==> config.mk <==
export PLATFORM = sky130hd
export DESIGN_NAME = addr_latch_demux
export DESIGN_NICKNAME = d
export VERILOG_FILES = /design/src/rtl/alm_pkg.sv /design/src/rtl/alm_mode_decode.sv /design/src/rtl/alm_addr_decode.sv /design/src/rtl/alm_bit_cell.sv /design/src/rtl/addr_latch_demux.sv
export SDC_FILE = /design/constraint.sdc
export NUM_CORES = 1
export LEC_CHECK = 0
export BUFFER_PORTS_ARGS = -buffer_cell sky130_fd_sc_hd__buf_4
export CAP_MARGIN = 10
export CORE_AREA = 5 5 42 44
export CTS_BUF_LIST = sky130_fd_sc_hd__clkbuf_4 sky130_fd_sc_hd__clkbuf_8 sky130_fd_sc_hd__clkbuf_16
export CTS_CLUSTER_SIZE = 24
export DETAILED_ROUTE_END_ITERATION = 10
export DIE_AREA = 0 0 47 49
export GPL_ROUTABILITY_DRIVEN = 1
export HOLD_SLACK_MARGIN = 0.08
export RECOVER_POWER = 100
export SETUP_SLACK_MARGIN = 0.15
export SLEW_MARGIN = 20
export SYNTH_ARGS = -nofsm -noshare
export SYNTH_HDL_FRONTEND = slang
export SYNTH_SLANG_ARGS = --single-unit
==> constraint.sdc <==
create_clock -name clk -period 0.88 [get_ports clk]
set_input_delay 0.044 -clock clk [delete_from_list [all_inputs] [get_ports clk]]
set_output_delay 0.044 -clock clk [all_outputs]
set_load 0.03 [all_outputs]
==> src/rtl/alm_pkg.sv <==
package alm_pkg;

   typedef enum logic [1:0] {
      MODE_WRITE = 2'd0,
      MODE_HOLD  = 2'd1,
      MODE_DEMUX = 2'd2,
      MODE_CLEAR = 2'd3
   } alm_mode_e;

   function automatic alm_mode_e decode_mode(input logic en_n, input logic clr);
      alm_mode_e m;
      unique case ({en_n, clr})
         2'b00:   m = MODE_WRITE;
         2'b10:   m = MODE_HOLD;
         2'b01:   m = MODE_DEMUX;
         default: m = MODE_CLEAR;
      endcase
      return m;
   endfunction

endpackage

==> src/rtl/alm_mode_decode.sv <==
module alm_mode_decode (
   input  logic                en_n,
   input  logic                clr,
   output alm_pkg::alm_mode_e  mode
);
   always_comb mode = alm_pkg::decode_mode(en_n, clr);
endmodule

==> src/rtl/alm_addr_decode.sv <==
module alm_addr_decode #(
   parameter int ADDR_W = 3,
   localparam int NUM_BITS = 1 << ADDR_W
) (
   input  logic [ADDR_W-1:0]   sel,
   output logic [NUM_BITS-1:0] hit
);
   for (genvar i = 0; i < NUM_BITS; i++) begin : g_hit
      assign hit[i] = (sel == ADDR_W'(i));
   end
endmodule

==> src/rtl/alm_bit_cell.sv <==
module alm_bit_cell (
   input  logic               clk,
   input  logic               rst,
   input  alm_pkg::alm_mode_e mode,
   input  logic               hit,
   input  logic               din,
   output logic               q_bit
);
   import alm_pkg::*;

   logic nxt;

   always_comb begin
      unique case (mode)
         MODE_WRITE: nxt = hit ? din : q_bit;
         MODE_HOLD:  nxt = q_bit;
         MODE_DEMUX: nxt = hit & din;
         default:    nxt = 1'b0;
      endcase
   end

   always_ff @(posedge clk) begin
      if (rst) q_bit <= 1'b0;
      else     q_bit <= nxt;
   end
endmodule

==> src/rtl/addr_latch_demux.sv <==
module addr_latch_demux #(
   parameter int ADDR_W = 3,
   localparam int NUM_BITS = 1 << ADDR_W
) (
   input  logic                clk,
   input  logic                rst,
   input  logic                wr_en_n,
   input  logic                zap,
   input  logic                din,
   input  logic [ADDR_W-1:0]   sel,
   output logic [NUM_BITS-1:0] q
);
   if (ADDR_W < 1 || ADDR_W > 8) begin : g_bad_param
      $error("addr_latch_demux: ADDR_W must be within 1..8");
   end

   alm_pkg::alm_mode_e     mode;
   logic [NUM_BITS-1:0]    hit;

   alm_mode_decode u_mode (
      .en_n (wr_en_n),
      .clr  (zap),
      .mode (mode)
   );

   alm_addr_decode #(.ADDR_W(ADDR_W)) u_dec (
      .sel (sel),
      .hit (hit)
   );

   for (genvar i = 0; i < NUM_BITS; i++) begin : g_cell
      alm_bit_cell u_cell (
         .clk   (clk),
         .rst   (rst),
         .mode  (mode),
         .hit   (hit[i]),
         .din   (din),
         .q_bit (q[i])
      );
   end
endmodule

==> qor_table.md <==
| Stage | Item | Value |
|---|---|---|
| sta | Setup repair after global routing missed its margin | yes |
| layout | Register with the most flip-flops | g_cell.u_cell.q_bit |
| floorplanning | Full die area | 2303 um2 |
| floorplanning | Number of placement rows | 14 |
| clocking | Library cell used as clock root buffer | sky130_fd_sc_hd__clkbuf_4 |
| layout | Fraction of layout instances using a drive strength above 1 | 50.94% |
| synthesis | Mux contribution to synthesized area | 17.39% |
| grt | Largest net degree at the start of global routing | 10 |
| power | IR drop worst, VDD | 0.4929 mV |
| layout | Final design utilization | 40.45% |
| power | Cell leakage power | 0.2322 nW |
| layout | Synthesis-to-finish area growth | 23.10% |
| setup path | CP Cell Sequence | or3b_1 > mux2i_1 |
| setup path | Startpoint types | flip-flop |
| setup path | End of the worst register-to-register path | g_cell[7].u_cell.q_bit |
| place | Final RePlAce weighted congestion | 0.6787 |
| drt | Post-route DRC violation count | 0 |
| drt | Detailed-routed wire length on met2 | 378 um |
| synthesis | Share of synthesized cell area in full adder, half adder and majority cells | 0% |
| power | Areal power density over the cells | 1300 nW/um2 |
| sta | Slew Limit Headroom | 75.64% |
| synthesis | Register bit total from synthesis | 8 |
| synthesis | Number of unique standard cell types used by synthesis | 10 |
| drt | DR WL met3 | 73 um |
| drt | Antenna viol nets, final | 0 |
| drt | Number of vias after detailed routing | 350 |
| synthesis | Mean instance size in the synthesized netlist | 10.96 um2 |
| setup path | R2r startpoint | g_cell[7].u_cell.q_bit |
| setup path | Worst path bufs/invs | 0 |
| clocking | Maximum buffer depth of the clock tree | 2 |
| worst hold path | Hold Path Sink | g_cell[5].u_cell.q_bit |
| synthesis | Synthesized net count | 50 |
| synthesis | Share of synthesized cell area in and, or, nand and nor gates | 33.70% |
| setup path | Worst reg-to-reg setup slack | 20 ps |
| clocking | H-tree depth reported by CTS | 1 |
| setup path | Critical path arrival | 1030 ps |
| layout | Area used by multi-input combinational logic | 235.2 um2 |
| synthesis | Gate count of the mapped netlist | 42 |
| sta | Actual slew at the worst max-slew pin | 360.3 ps |
| clocking | Total number of clock tree sinks | 8 |
| sta | Number of hold-slack violations in the final timing report | 0 |
| setup path | Kind of capture point of the worst setup path | flip-flop |
| power | Total power draw | 0.7369 mW |
| synthesis | Compound-cell area share of the yosys netlist | 0% |
| setup path | Worst setup path category | flip-flop to flip-flop |
| layout | Post-route cell area | 566.8 um2 |
| setup path | CP Max Fanout | 2 |
| drt | Router iterations before antenna repair | 3 |
| synthesis | Number of synthesis warnings | 0 |
| sta | Max Fclk | 1.163 GHz |
| setup path | Worst path max stage delay | 340 ps |
| drt | Average routed wire per standard cell | 12.75 um |
| place | Count of port buffers added during placement | 15 |
| floorplanning | Die height | 49 um |
| grt | First-pass GRT wire length | 1.455 mm |
| clocking | Hold buffer count at cts | 0 |
| sta | Final critical delay including setup and external delays | 859.7 ps |
| grt | Number of global-route vias before repair | 342 |
| setup path | CP required | 1050 ps |
| flow run | Maxcap violations | 0 |
| setup path | Largest delay share family, worst path | simple AND/OR/NAND/NOR gates |
| sta | Worst-case clock skew | 0 ps |
| layout | Flip-flop and latch area | 168.9 um2 |
| worst hold path | Class of the tightest hold or removal check | input port to flip-flop |
| sta | Worst hold margin | 119.3 ps |
| setup path | Crit path max-delay cell type | sky130_fd_sc_hd__or3b_1 |
| run status | Run status | completed |
| floorplanning | Count of pins on the block boundary | 16 |
| place | Cell area after placement | 528.0 um2 |
| drt | Post-route met1 wirelength | 415 um |
| layout | Fill cell count | 150 |
| worst hold path | Hold Path Cell Cnt | 3 |
| floorplanning | Initial core utilization | 32.86% |
| layout | Net total in the final layout | 63 |
| drt | Routed Wire Length | 880 um |
| sta | Number of setup violations in the final report | 0 |
| clocking | Reg clk slew, reported paths | 50 ps |
| floorplanning | Die X | 47 um |
| clocking | Total CTS buffers | 3 |
| layout | Largest regs | g_cell.u_cell.q_bit: 8 flops |
| drt | Top sig layer | met4 |
| sta | Final clock period utilization by the worst path | 97.70% |
| grt | Total congestion overflow after global routing | 0 |
| clocking | Clk Latency, worst-skew pair | 250 ps |
| sta | Slew Limit Fails | 0 |
| drt | Initial DRC count | 1 |
| clocking | Clock tree from TritonCTS | done |
| synthesis | Total standard cell area after synthesis | 460.4 um2 |
| drt | Detailed-route vias per instance | 5.072 |
| setup path | Reg2reg path depth | 2 |
| floorplanning | Core Box Area | 1401 um2 |
| synthesis | Synthesized-area fraction occupied by xor and xnor cells | 0% |
| layout | Diodes inserted | 0 |
| synthesis | Portion of the post-synthesis area used by sequential elements | 34.78% |
| grt | Initial antenna violation count | 0 |
| grt | GR Util All Layers | 9.027% |
| layout | Number of flip-flops under the largest register name | 8 |
| synthesis | Dominant combinational cell family by area after synthesis | simple AND/OR/NAND/NOR gates |
| worst hold path | Worst Min Path Start | rst |
==> cell families (layout without fill, tap and decap cells) <==
kind of cell           count (synthesis)  in the layout
and+or+nand+nor                       17             17
buffers and inverters                  9             20
muxes                                  8              8
DFF                                    8              8
==> report_power, final <==
group	leakage (nW)	switching [mW]	total (mW)	internal, mW
registers	0.0681	0.00225	0.371	0.369
clock network	0.0138	0.114	0.269	0.155
logic	0.150	0.0510	0.0970	0.0459
total	0.232	0.167	0.737	0.570
==> routing by layer <==
metal	global-route usage, %	vias up
li1	-	178
met1	11.04	158
met2	11.99	12
met3	3.690	2
met4	6.912	0
met5	0	-
==> how the worst max path moves through the flow <==
stage                                 from                endpoint  slack [ps]  depth (start not counted)
finish              g_cell[7].u_cell.q_bit  g_cell[7].u_cell.q_bit          20                          2
global route        g_cell[7].u_cell.q_bit  g_cell[7].u_cell.q_bit         -80                          2
CTS                 g_cell[2].u_cell.q_bit  g_cell[2].u_cell.q_bit          10                          2
detailed placement                  sel[1]  g_cell[4].u_cell.q_bit           3                          3
global placement                    sel[0]  g_cell[2].u_cell.q_bit           1                          3
floorplan           g_cell[7].u_cell.q_bit  g_cell[7].u_cell.q_bit          70                          2
==> tightest hold or removal path, stage by stage <==
cell	delay, ps
sky130_fd_sc_hd__buf_4	120
sky130_fd_sc_hd__or3b_1	100
sky130_fd_sc_hd__mux2i_1	50
==> cell type report <==
class	instances	share of cell area, %
multi-input combinational	25	41.50
clock buffer	3	3.974
sequential	8	29.80
timing repair buffer	17	21.19
tap	16	3.532
==> per-stage QoR <==
stage	instances	worst slack, ps	TNS (ps)
after global placement	64	0.9940	0
after global routing	69	-75.75	-181.5
after floorplan	42	73.24	0
final	69	20.28	0
after CTS	67	10.72	0
after detailed placement	64	2.728	0
==> repair_timing <==
item,CTS,global route
setup buffers,0,2
hold endpoints to repair,0,0
gates resized for setup,14,3
setup endpoints to repair,16,16
cloned,0,0
==> placed cells by master (no fill, tap or decap) <==
| cell type | n |
|---|---|
| sky130_fd_sc_hd__dfxtp_2 | 7 |
| sky130_fd_sc_hd__buf_6 | 2 |
| sky130_fd_sc_hd__buf_2 | 2 |
| sky130_fd_sc_hd__clkbuf_4 | 3 |
| sky130_fd_sc_hd__and4bb_1 | 3 |
| sky130_fd_sc_hd__nor4b_1 | 3 |
| sky130_fd_sc_hd__nand2b_1 | 1 |
| sky130_fd_sc_hd__nand4b_1 | 1 |
| sky130_fd_sc_hd__nor4_1 | 1 |
| sky130_fd_sc_hd__or3b_1 | 8 |
| sky130_fd_sc_hd__clkbuf_2 | 4 |
| sky130_fd_sc_hd__buf_4 | 9 |
| sky130_fd_sc_hd__dfxtp_1 | 1 |
| sky130_fd_sc_hd__mux2i_1 | 8 |
==> synthesized netlist by cell type <==
cell                       count  area share [%]
sky130_fd_sc_hd__or3b_1        8              15
sky130_fd_sc_hd__nand2b_1      1             1.4
sky130_fd_sc_hd__and4bb_1      3             8.2
sky130_fd_sc_hd__dfxtp_1       8              35
sky130_fd_sc_hd__nor4b_1       3             5.7
sky130_fd_sc_hd__buf_2         1             1.1
sky130_fd_sc_hd__buf_4         8              13
sky130_fd_sc_hd__mux2i_1       8              17
sky130_fd_sc_hd__nand4b_1      1             1.9
sky130_fd_sc_hd__nor4_1        1             1.4
Power figures use the tool's default switching activity.
